**config.mk**
```make
export PLATFORM = sky130hd
export DESIGN_NAME = wdog_keyed
export DESIGN_NICKNAME = d
export VERILOG_FILES = /design/src/rtl/wdog_pkg.sv /design/src/rtl/wdog_regs.sv /design/src/rtl/wdog_timer.sv /design/src/rtl/wdog_keyed.sv
export SDC_FILE = /design/constraint.sdc
export NUM_CORES = 1
export LEC_CHECK = 0
export BUFFER_PORTS_ARGS = -buffer_cell sky130_fd_sc_hd__buf_2
export CORE_ASPECT_RATIO = 1.1
export CORE_MARGIN = 10
export CORE_UTILIZATION = 57
export CTS_BUF_LIST = sky130_fd_sc_hd__clkbuf_8
export DETAILED_ROUTE_END_ITERATION = 10
export GPL_TIMING_DRIVEN = 1
export PLACE_DENSITY = 0.88
export RECOVER_POWER = 100
export SYNTH_ARGS = -nofsm -noshare
export SYNTH_HDL_FRONTEND = slang
export SYNTH_SLANG_ARGS = --single-unit
```
**constraint.sdc**
```tcl
create_clock -name clk -period 6.7 [get_ports clk]
set_clock_uncertainty 0.05 [all_clocks]
set_input_delay 0.335 -clock clk [delete_from_list [all_inputs] [get_ports clk]]
set_output_delay 0.335 -clock clk [all_outputs]
set_load 0.05 [all_outputs]
```
**src/rtl/wdog_pkg.sv**
```systemverilog
package wdog_pkg;

  // Register offsets; software decodes these, so they are fixed
  localparam logic [7:0] OFF_CTRL  = 8'h00;
  localparam logic [7:0] OFF_LEN   = 8'h04;
  localparam logic [7:0] OFF_KICK  = 8'h08;
  localparam logic [7:0] OFF_CMD   = 8'h14;
  localparam logic [7:0] OFF_LINES = 8'h18;

  // Key and magic values
  localparam logic [7:0]  CTRL_KEY   = 8'h22;
  localparam logic [4:0]  LEN_KEY    = 5'h08;
  localparam logic [7:0]  LINES_KEY  = 8'h88;
  localparam logic [31:0] KICK_MAGIC = 32'h0000_1971;
  localparam logic [31:0] CMD_MAGIC  = 32'h0000_1209;

  // Control field bit positions
  localparam int B_ARM  = 0;
  localparam int B_POLH = 1;
  localparam int B_PIN  = 2;
  localparam int B_IRQ  = 3;
  localparam int B_AUTO = 4;
  localparam int B_DUAL = 6;

  typedef struct packed {
    logic dual;
    logic rearm;
    logic irq_en;
    logic pin_en;
    logic pol_hi;
    logic arm;
  } wd_ctrl_t;

endpackage

```
**src/rtl/wdog_regs.sv**
```systemverilog
module wdog_regs
  import wdog_pkg::*;
#(
  parameter int ADDR_W = 8,
  parameter int LEN_W  = 6,
  parameter int NRST   = 8
) (
  input  logic              clk,
  input  logic              rst_n,
  input  logic              bus_we,
  input  logic [ADDR_W-1:0] bus_addr,
  input  logic [31:0]       bus_wdata,
  output logic [31:0]       bus_rdata,
  input  logic              hold_done,
  output wd_ctrl_t          ctrl_q,
  output logic [LEN_W-1:0]  len_q,
  output logic [NRST-1:0]   lines_q,
  output logic              key_err_q,
  output logic              kick,
  output logic              start,
  output logic              stop,
  output logic              cmd_rst
);

  localparam int LEN_PAD  = 32 - LEN_W - 5;
  localparam int LINE_PAD = 32 - NRST;

  logic hit_ctrl, hit_len, hit_kick, hit_cmd, hit_lines;
  logic ok_ctrl, ok_len, ok_lines;
  logic wr_ctrl;

  assign hit_ctrl  = bus_addr == ADDR_W'(OFF_CTRL);
  assign hit_len   = bus_addr == ADDR_W'(OFF_LEN);
  assign hit_kick  = bus_addr == ADDR_W'(OFF_KICK);
  assign hit_cmd   = bus_addr == ADDR_W'(OFF_CMD);
  assign hit_lines = bus_addr == ADDR_W'(OFF_LINES);

  assign ok_ctrl  = bus_wdata[31:24] == CTRL_KEY;
  assign ok_len   = bus_wdata[4:0]   == LEN_KEY;
  assign ok_lines = bus_wdata[31:24] == LINES_KEY;

  assign wr_ctrl = bus_we && hit_ctrl && ok_ctrl;
  assign kick    = bus_we && hit_kick && (bus_wdata == KICK_MAGIC);
  assign cmd_rst = bus_we && hit_cmd  && (bus_wdata == CMD_MAGIC);
  assign start   = wr_ctrl && bus_wdata[B_ARM] && !ctrl_q.arm;
  assign stop    = wr_ctrl && !bus_wdata[B_ARM];

  always_ff @(posedge clk or negedge rst_n) begin
    if (!rst_n) begin
      ctrl_q    <= '0;
      len_q     <= '1;
      lines_q   <= '0;
      key_err_q <= 1'b0;
    end else begin
      if (bus_we && hit_ctrl) begin
        if (ok_ctrl) begin
          ctrl_q.arm    <= bus_wdata[B_ARM];
          ctrl_q.pol_hi <= bus_wdata[B_POLH];
          ctrl_q.pin_en <= bus_wdata[B_PIN];
          ctrl_q.irq_en <= bus_wdata[B_IRQ];
          ctrl_q.rearm  <= bus_wdata[B_AUTO];
          ctrl_q.dual   <= bus_wdata[B_DUAL];
        end else begin
          key_err_q <= 1'b1;
        end
      end
      if (bus_we && hit_len) begin
        if (ok_len) len_q <= bus_wdata[5 +: LEN_W];
        else        key_err_q <= 1'b1;
      end
      if (bus_we && hit_lines) begin
        if (ok_lines) lines_q <= bus_wdata[NRST-1:0];
        else          key_err_q <= 1'b1;
      end
      // End of a reset hold disarms unless re-arm is set; wins over a write
      if (hold_done && !ctrl_q.rearm) ctrl_q.arm <= 1'b0;
    end
  end

  always_comb begin
    bus_rdata = '0;
    if (hit_ctrl)
      bus_rdata = {key_err_q, 24'd0, ctrl_q.dual, 1'b0, ctrl_q.rearm,
                   ctrl_q.irq_en, ctrl_q.pin_en, ctrl_q.pol_hi, ctrl_q.arm};
    else if (hit_len)
      bus_rdata = {{LEN_PAD{1'b0}}, len_q, LEN_KEY};
    else if (hit_lines)
      bus_rdata = {{LINE_PAD{1'b0}}, lines_q};
  end

endmodule

```
**src/rtl/wdog_timer.sv**
```systemverilog
module wdog_timer #(
  parameter int UNIT_TICKS = 512,
  parameter int LEN_W      = 6,
  parameter int HOLD_TICKS = 16
) (
  input  logic             clk,
  input  logic             rst_n,
  input  logic             tick,
  input  logic             run_en,
  input  logic             dual_arm,
  input  logic [LEN_W-1:0] len,
  input  logic             load,
  input  logic             stop,
  input  logic             cmd_rst,
  output logic             rst_req,
  output logic             irq,
  output logic             hold_done
);

  localparam int PRE_W  = (UNIT_TICKS > 1) ? $clog2(UNIT_TICKS) : 1;
  localparam int HOLD_W = (HOLD_TICKS > 1) ? $clog2(HOLD_TICKS) : 1;
  localparam logic [PRE_W-1:0]  PRE_LAST  = PRE_W'(UNIT_TICKS - 1);
  localparam logic [HOLD_W-1:0] HOLD_LAST = HOLD_W'(HOLD_TICKS - 1);

  logic [PRE_W-1:0]  pre_q;
  logic [LEN_W-1:0]  units_q;
  logic [HOLD_W-1:0] hcnt_q;
  logic              second_q, irq_q, hold_q;
  logic              pre_wrap, unit_last;

  assign pre_wrap  = pre_q == PRE_LAST;
  assign unit_last = units_q <= LEN_W'(1);
  assign hold_done = hold_q && tick && (hcnt_q == HOLD_LAST);
  assign rst_req   = hold_q;
  assign irq       = irq_q;

  always_ff @(posedge clk or negedge rst_n) begin
    if (!rst_n) begin
      pre_q    <= '0;
      units_q  <= '0;
      hcnt_q   <= '0;
      second_q <= 1'b0;
      irq_q    <= 1'b0;
      hold_q   <= 1'b0;
    end else if (hold_q) begin
      if (tick) begin
        if (hold_done) begin
          hold_q  <= 1'b0;
          hcnt_q  <= '0;
          pre_q   <= '0;
          units_q <= len;
        end else begin
          hcnt_q <= hcnt_q + 1'b1;
        end
      end
    end else if (cmd_rst) begin
      hold_q   <= 1'b1;
      hcnt_q   <= '0;
      irq_q    <= 1'b0;
      second_q <= 1'b0;
    end else if (stop) begin
      pre_q    <= '0;
      irq_q    <= 1'b0;
      second_q <= 1'b0;
    end else if (load) begin
      pre_q    <= '0;
      units_q  <= len;
      irq_q    <= 1'b0;
      second_q <= 1'b0;
    end else if (run_en && tick) begin
      if (!pre_wrap) begin
        pre_q <= pre_q + 1'b1;
      end else begin
        pre_q <= '0;
        if (!unit_last) begin
          units_q <= units_q - 1'b1;
        end else if (dual_arm && !second_q) begin
          second_q <= 1'b1;
          irq_q    <= 1'b1;
          units_q  <= len;
        end else begin
          hold_q   <= 1'b1;
          hcnt_q   <= '0;
          irq_q    <= 1'b0;
          second_q <= 1'b0;
        end
      end
    end
  end

endmodule

```
**src/rtl/wdog_keyed.sv**
```systemverilog
module wdog_keyed
  import wdog_pkg::*;
#(
  parameter int ADDR_W     = 8,
  parameter int LEN_W      = 6,
  parameter int UNIT_TICKS = 512,
  parameter int HOLD_TICKS = 16,
  parameter int NRST       = 8
) (
  input  logic              clk,
  input  logic              rst_n,
  input  logic              tick_i,
  input  logic              bus_we,
  input  logic [ADDR_W-1:0] bus_addr,
  input  logic [31:0]       bus_wdata,
  output logic [31:0]       bus_rdata,
  output logic              rst_req_o,
  output logic              ext_rst_o,
  output logic              irq_o,
  output logic [NRST-1:0]   line_rst_o
);

  wd_ctrl_t         ctrl_q;
  logic [LEN_W-1:0] len_q;
  logic             key_err_q;
  logic             kick, start, stop, cmd_rst, hold_done;
  logic             dual_arm, pin_act;

  assign dual_arm = ctrl_q.dual && ctrl_q.irq_en;

  wdog_regs #(.ADDR_W(ADDR_W), .LEN_W(LEN_W), .NRST(NRST)) u_regs (
    .clk       (clk),
    .rst_n     (rst_n),
    .bus_we    (bus_we),
    .bus_addr  (bus_addr),
    .bus_wdata (bus_wdata),
    .bus_rdata (bus_rdata),
    .hold_done (hold_done),
    .ctrl_q    (ctrl_q),
    .len_q     (len_q),
    .lines_q   (line_rst_o),
    .key_err_q (key_err_q),
    .kick      (kick),
    .start     (start),
    .stop      (stop),
    .cmd_rst   (cmd_rst)
  );

  wdog_timer #(.UNIT_TICKS(UNIT_TICKS), .LEN_W(LEN_W), .HOLD_TICKS(HOLD_TICKS)) u_timer (
    .clk       (clk),
    .rst_n     (rst_n),
    .tick      (tick_i),
    .run_en    (ctrl_q.arm),
    .dual_arm  (dual_arm),
    .len       (len_q),
    .load      (kick || start),
    .stop      (stop),
    .cmd_rst   (cmd_rst),
    .rst_req   (rst_req_o),
    .irq       (irq_o),
    .hold_done (hold_done)
  );

  assign pin_act   = ctrl_q.pin_en && rst_req_o;
  assign ext_rst_o = ctrl_q.pol_hi ? pin_act : !pin_act;

endmodule

```
After elaboration in Yosys (flattened, before gate mapping)
Cells that the tools add are included.

cells by class
  add/sub/neg operators = 3
  order comparisons = 1
  equal/unequal tests = 19
  multiplexer cells = 58
  bitwise operators = 1
  reduce and logical (&&, ||, !) cells = 44

operators with widths
  kind                                                             count
  two-way mux 9 bit                                                8
  equality test 32 x 13 -> 1 bit (second input constant)           2
  two-way mux 32 bit                                               2
  two-way mux 6 bit                                                10
  two-way mux 4 bit                                                10
  two-way mux 1 bit                                                27
  logical AND 1 bit                                                18
  equality test 8 x 5 -> 1 bit (second input constant)             2
  nonzero test 4 bit                                               4
  nonzero test 3 bit                                               5
  AND reduction 7 bit                                              2
  adder 9 x 1 -> 9 bit (second input constant)                     1
  equality test 9 bit (second input constant)                      1
  equality test 8 x 3 -> 1 bit (second input constant)             1
  equality test 8 x 4 -> 1 bit (second input constant)             1
  equality test 8 x 6 -> 1 bit (second input constant)             1
  equality test 8 bit (second input constant)                      1
  zero test 8 bit                                                  1
  two-way mux 8 bit                                                1
  AND reduction 2 bit                                              4
  AND reduction 4 bit                                              2
  less-or-equal comparator 6 x 1 -> 1 bit (second input constant)  1
  subtractor 6 x 1 -> 6 bit (second input constant)                1
  equality test 5 x 4 -> 1 bit (second input constant)             1
  12 further kinds                                                 19

storage, ports and cells
  bits in registers = 42
  input bits = 44
  output and inout port bits = 43
  logic and storage cells = 140

Longest topological paths before layout
  depth after elaboration = 10
  gate-level depth with buffers = 11
  gate-level depth less buffers = 11

By module
Synthesis repeated with hierarchy kept, for this count alone.

unflattened totals
  cell total of the unflattened synthesis = 276
  area total of the unflattened synthesis = 2776.4 µm²

modules (own cells, without submodules)
  module      times used  cells an instance  area each (µm²)  seq. area each (µm²)
  wdog_timer  1           147                1401.3           525.5
  wdog_regs   1           125                1350.0           533.0
  wdog_keyed  1           4                  25.0             0.0

Worst setup path before layout
OpenSTA, ideal clock, no wires.

  path kind = reg-to-reg
  from = register u_timer.pre_q[0]
  to = register u_timer.units_q[0]
  library setup time = 124 ps
  arrival = 2461 ps
  data required time = 6526 ps
  path slack = 4065 ps
  stages on the path, launching flop included = 12
  path buffers = 0
  period minus slack after synthesis = 2635 ps
  cells stage by stage = dfrtp_1 -> ha_1 -> and3_1 -> and3_1 -> and3_1 -> ha_1 -> and3_1 -> o31ai_1 -> o41ai_1 -> nor3_1 -> nor2_2 -> o2bb2ai_1

on the way
  cells in the longest elaborated chain, start to end = 3

ends and longest elaborated chain
  what                                  RTL line          RTL
  from (decl)                           wdog_timer.sv:25  logic [PRE_W-1:0] pre_q;
  from (signal assigned)                wdog_timer.sv:72  pre_q <= pre_q + 1'b1;
  equality test 9 bit                   wdog_timer.sv:31  assign pre_wrap = pre_q == PRE_LAST;
  nonzero test 3 bit (no source line)   -
  AND reduction 7 bit (no source line)  -
  to (signal assigned)                  wdog_timer.sv:51  units_q <= len;
  to (signal assigned)                  wdog_timer.sv:67  units_q <= len;
  to (signal assigned)                  wdog_timer.sv:76  units_q <= units_q - 1'b1;
  to (decl)                             wdog_timer.sv:26  logic [LEN_W-1:0] units_q;

No other way between the ends.
A chain may end at the register's enable or synchronous reset.

Worst setup path after layout
  from = input port bus_addr[1]
  to = register u_timer.pre_q[1]

on the way
  cells in the longest elaborated chain, start to end = 10
  elaborated cells on any way between the ends = 20
  those cells by class = eq/ne: 3; mux: 4; reduce/logical: 13

ends and longest elaborated chain
  what                            RTL line          RTL
  from (decl)                     wdog_keyed.sv:14  input logic [ADDR_W-1:0] bus_addr,
  zero test 8 bit                 wdog_regs.sv:32   assign hit_ctrl = bus_addr == ADDR_W'(OFF_CTRL);
  logical AND 1 bit (2 in a row)  wdog_regs.sv:42   assign wr_ctrl = bus_we && hit_ctrl && ok_ctrl;
  logical AND 1 bit (2 in a row)  wdog_regs.sv:45   assign start = wr_ctrl && bus_wdata[B_ARM] && !ctrl_q.arm;
  logical OR 1 bit                wdog_keyed.sv:56  .load (kick || start),
  two-way mux 9 bit               wdog_timer.sv:65  end else if (load) begin
  two-way mux 9 bit               wdog_timer.sv:61  end else if (stop) begin
  two-way mux 9 bit               wdog_timer.sv:56  end else if (cmd_rst) begin
  two-way mux 9 bit               wdog_timer.sv:45  end else if (hold_q) begin

Parallel ways exist; a longest one is shown, timed or not. The select of a mux whose other input is x is not followed.

==> impl_metrics.json <==
{
  "vias": 2496,
  "drc": 0,
  "grt_max_degree": 43,
  "ant_nets": 0,
  "start_kind": "input pin",
  "ys_ff_latch": 42,
  "cts-resized-gates": 0,
  "gp_congestion": 0.877,
  "fin_cells": 412,
  "yosys_warnings": 0,
  "synth_enable_flop_cells": 0,
  "path_max_fanout": 13,
  "grt_pass1_vias": 2622,
  "grt_first_pass_wirelength_um": 12200,
  "initial_core_util": 0.594,
  "powerDensity_mw_per_mm2": 255,
  "worst_hold_path.num_cells": 2,
  "antenna_cells": 0,
  "dr.pass1.iters": 4,
  "path_clk_slew_ns": 0.08,
  "layout_common_cells": "41 x buf_2, 36 x dfrtp_1, 25 x clkbuf_1, 23 x nor2_1",
  "synth_cells": 288,
  "slew_violations": 43,
  "nets": 404,
  "dp_hpwl_um": 5910,
  "antenna_found_initial": 0,
  "die_h_um": 93.6,
  "rsz0062_at_grt": "no",
  "seq_area_frac_synth": 0.378,
  "dp_cells": 404,
  "crit_path_start": "bus_addr[1]",
  "dieArea_mm2": 0.00813,
  "cts_post_setup_buffers_inserted": 0,
  "synth_cell_types": 67,
  "cp-end-kind": "register",
  "grt.total_usage": 0.181,
  "p_leak_nw": 1.43,
  "io_pins": 87,
  "max-cap-violations": 1,
  "cts_tree": "built",
  "syn-mean-instance-area_um2": 9.74,
  "status": "finished with violations",
  "ir_drop_mv": 0.116,
  "final_util": 0.660,
  "core_area_mm2": 0.00472,
  "hold_viol_final": 0,
  "finalCritPeriodShare": 0.469,
  "failed_checks": "max-capacitance violations, max-slew violations",
  "period_needed_ns": 3.14,
  "worstMarginPinSlew_ns": 2.27,
  "fmax_mhz": 319,
  "cts_hold_buf": 0,
  "min_from": "bus_wdata[10]",
  "row_count": 26,
  "area_growth_pct": 11.0,
  "cts.sinks": 42,
  "slew_headroom": -0.514,
  "critPathRequiredTime_ns": 6.83,
  "timing_worst_setup_path_type": "in2reg",
  "drt_iter0_drc": 171,
  "clk_latency_ns": 0.30,
  "async_flop_share": 1.00,
  "syn_area_mm2": 0.00280,
  "drive_gt1_frac": 0.233,
  "wl_um": 7440,
  "cts_buffer_depth": 2,
  "setup_violations": 0,
  "grt.overflow.total": 0,
  "cts_buffers": 5,
  "wl_per_cell_um": 18.1,
  "viasPerCell": 6.06,
  "finalSetupTns_ns": 0,
  "r2r_cells": 11,
  "crit_arrival_ns": 3.27,
  "chipWidth_um": 86.9,
  "h-tree-depth": 2,
  "root_buffer": "clkbuf_8",
  "port_buffers": 66,
  "layout_commonest_cell": "buf_2",
  "hp-class": "in2reg",
  "regToRegStartpoint": "u_timer.pre_q[0]",
  "yosys_most_used_dff": "dfrtp_1"
}
final cells by class:
class | instances | area, µm²
fill | 397 | 1600
multi-input combinational | 229 | 1550
sequential | 42 | 1060
timing repair buffer | 67 | 307
clock buffer | 6 | 82.6
tap | 56 | 70.1
inverter | 10 | 37.5
clock inverter | 2 | 8.76
stage by stage:
step | area (µm²) | setup WS, ns | hold slack [ns] | total power, W
finish | 3110 | 3.56 | 0.251 | 0.000792
global route | 3110 | 3.36 | 0.257 | 0.000838
CTS | 3180 | 3.60 | 0.170 | 0.000796
detailed placement | 3090 | 3.61 | 0.398 | 0.000630
global placement | 3090 | 3.75 | 0.384 | 0.000619
floorplan | 2880 | 4.06 | -0.0106 | 0.000566
cells in the mapped netlist (2+ instances only):
cell type | instances | area, µm²
inv_1 | 10 | 37.5
o2111ai_1 | 2 | 17.5
o31ai_1 | 2 | 15.0
dfstp_2 | 6 | 158
nand2_1 | 20 | 75.1
nor4b_1 | 2 | 17.5
o21ai_0 | 9 | 45.0
mux2i_1 | 6 | 60.1
buf_4 | 20 | 150
a31oi_1 | 2 | 12.5
nor4bb_1 | 2 | 20.0
clkbuf_1 | 3 | 11.3
nor3_2 | 2 | 20.0
and3_1 | 11 | 68.8
a2bb2oi_1 | 3 | 26.3
nand3_1 | 8 | 40.0
and2_1 | 6 | 37.5
o211ai_1 | 3 | 22.5
buf_6 | 2 | 22.5
ha_1 | 5 | 62.6
nor3_1 | 12 | 60.1
nor2_1 | 22 | 82.6
a211oi_1 | 2 | 15.0
nand4_1 | 2 | 12.5
o41ai_1 | 2 | 17.5
a21oi_4 | 2 | 32.5
dfrtp_1 | 36 | 901
mux2_2 | 18 | 203
or4_1 | 3 | 22.5
nand2b_1 | 2 | 12.5
or4b_4 | 2 | 27.5
nand3b_1 | 5 | 37.5
o21a_1 | 4 | 30.0
a22oi_1 | 4 | 30.0
nor2b_1 | 3 | 18.8
a22o_1 | 9 | 78.8
nor4_1 | 6 | 37.5
flip-flops by register name (all words and copies together) (netlist names):
signal	cells
u_timer.units_q	6
u_regs.key_err_q	1
u_regs.ctrl_q	6
u_timer.pre_q	9
u_timer.second_q	1
u_timer.hcnt_q	4
u_regs.len_q	6
u_regs.lines_q	8
u_timer.rst_req	1
worst max-delay path: stages:
cell	delay, ns
clkbuf_1	0.12
or4b_1	0.57
nor4_1	0.39
or4b_1	0.57
a21oi_1	0.82
nor3_1	0.15
a32o_2	0.32
kinds of logic (layout without fill, tap and decap cells):
family / Yosys count / in the layout / synth area share
other: 1 / 20 / 0.00134
adders and majority gates: 5 / 5 / 0.0223
muxes: 24 / 24 / 0.0937
AOI/OAI and AO/OA: 58 / 58 / 0.167
DFF: 42 / 42 / 0.378
and+or+nand+nor: 120 / 120 / 0.248
buffers and inverters: 36 / 85 / 0.0839
xor gates and xnor gates: 2 / 2 / 0.00625
routing by layer:
layer	up-vias	global-route usage	share of wire
met5	-	0	0
met4	0	0.0662	0.020
met3	17	0.0564	0.088
met2	118	0.306	0.48
met1	1185	0.207	0.41
li1	1176	-	-
power by group:
group	switching (W)	internal [W]
clock	0.0000869	0.0000817
sequential	0.0000394	0.000286
combinational	0.000187	0.000111
total	0.000314	0.000479
final timing paths:
| kind | to | slack (ns) |
|---|---|---|
| worst min register to register | u_regs.key_err_q | 0.42 |
| worst min-delay path | u_regs.len_q[5] | 0.25 |
| max in group asynchronous | u_timer.pre_q[1] | 4.64 |
| worst max-delay path | u_timer.pre_q[1] | 3.56 |
| min in group asynchronous | u_timer.units_q[2] | 0.67 |
| worst max register to register | u_timer.units_q[0] | 3.56 |
(Power assumes the default switching activity.)
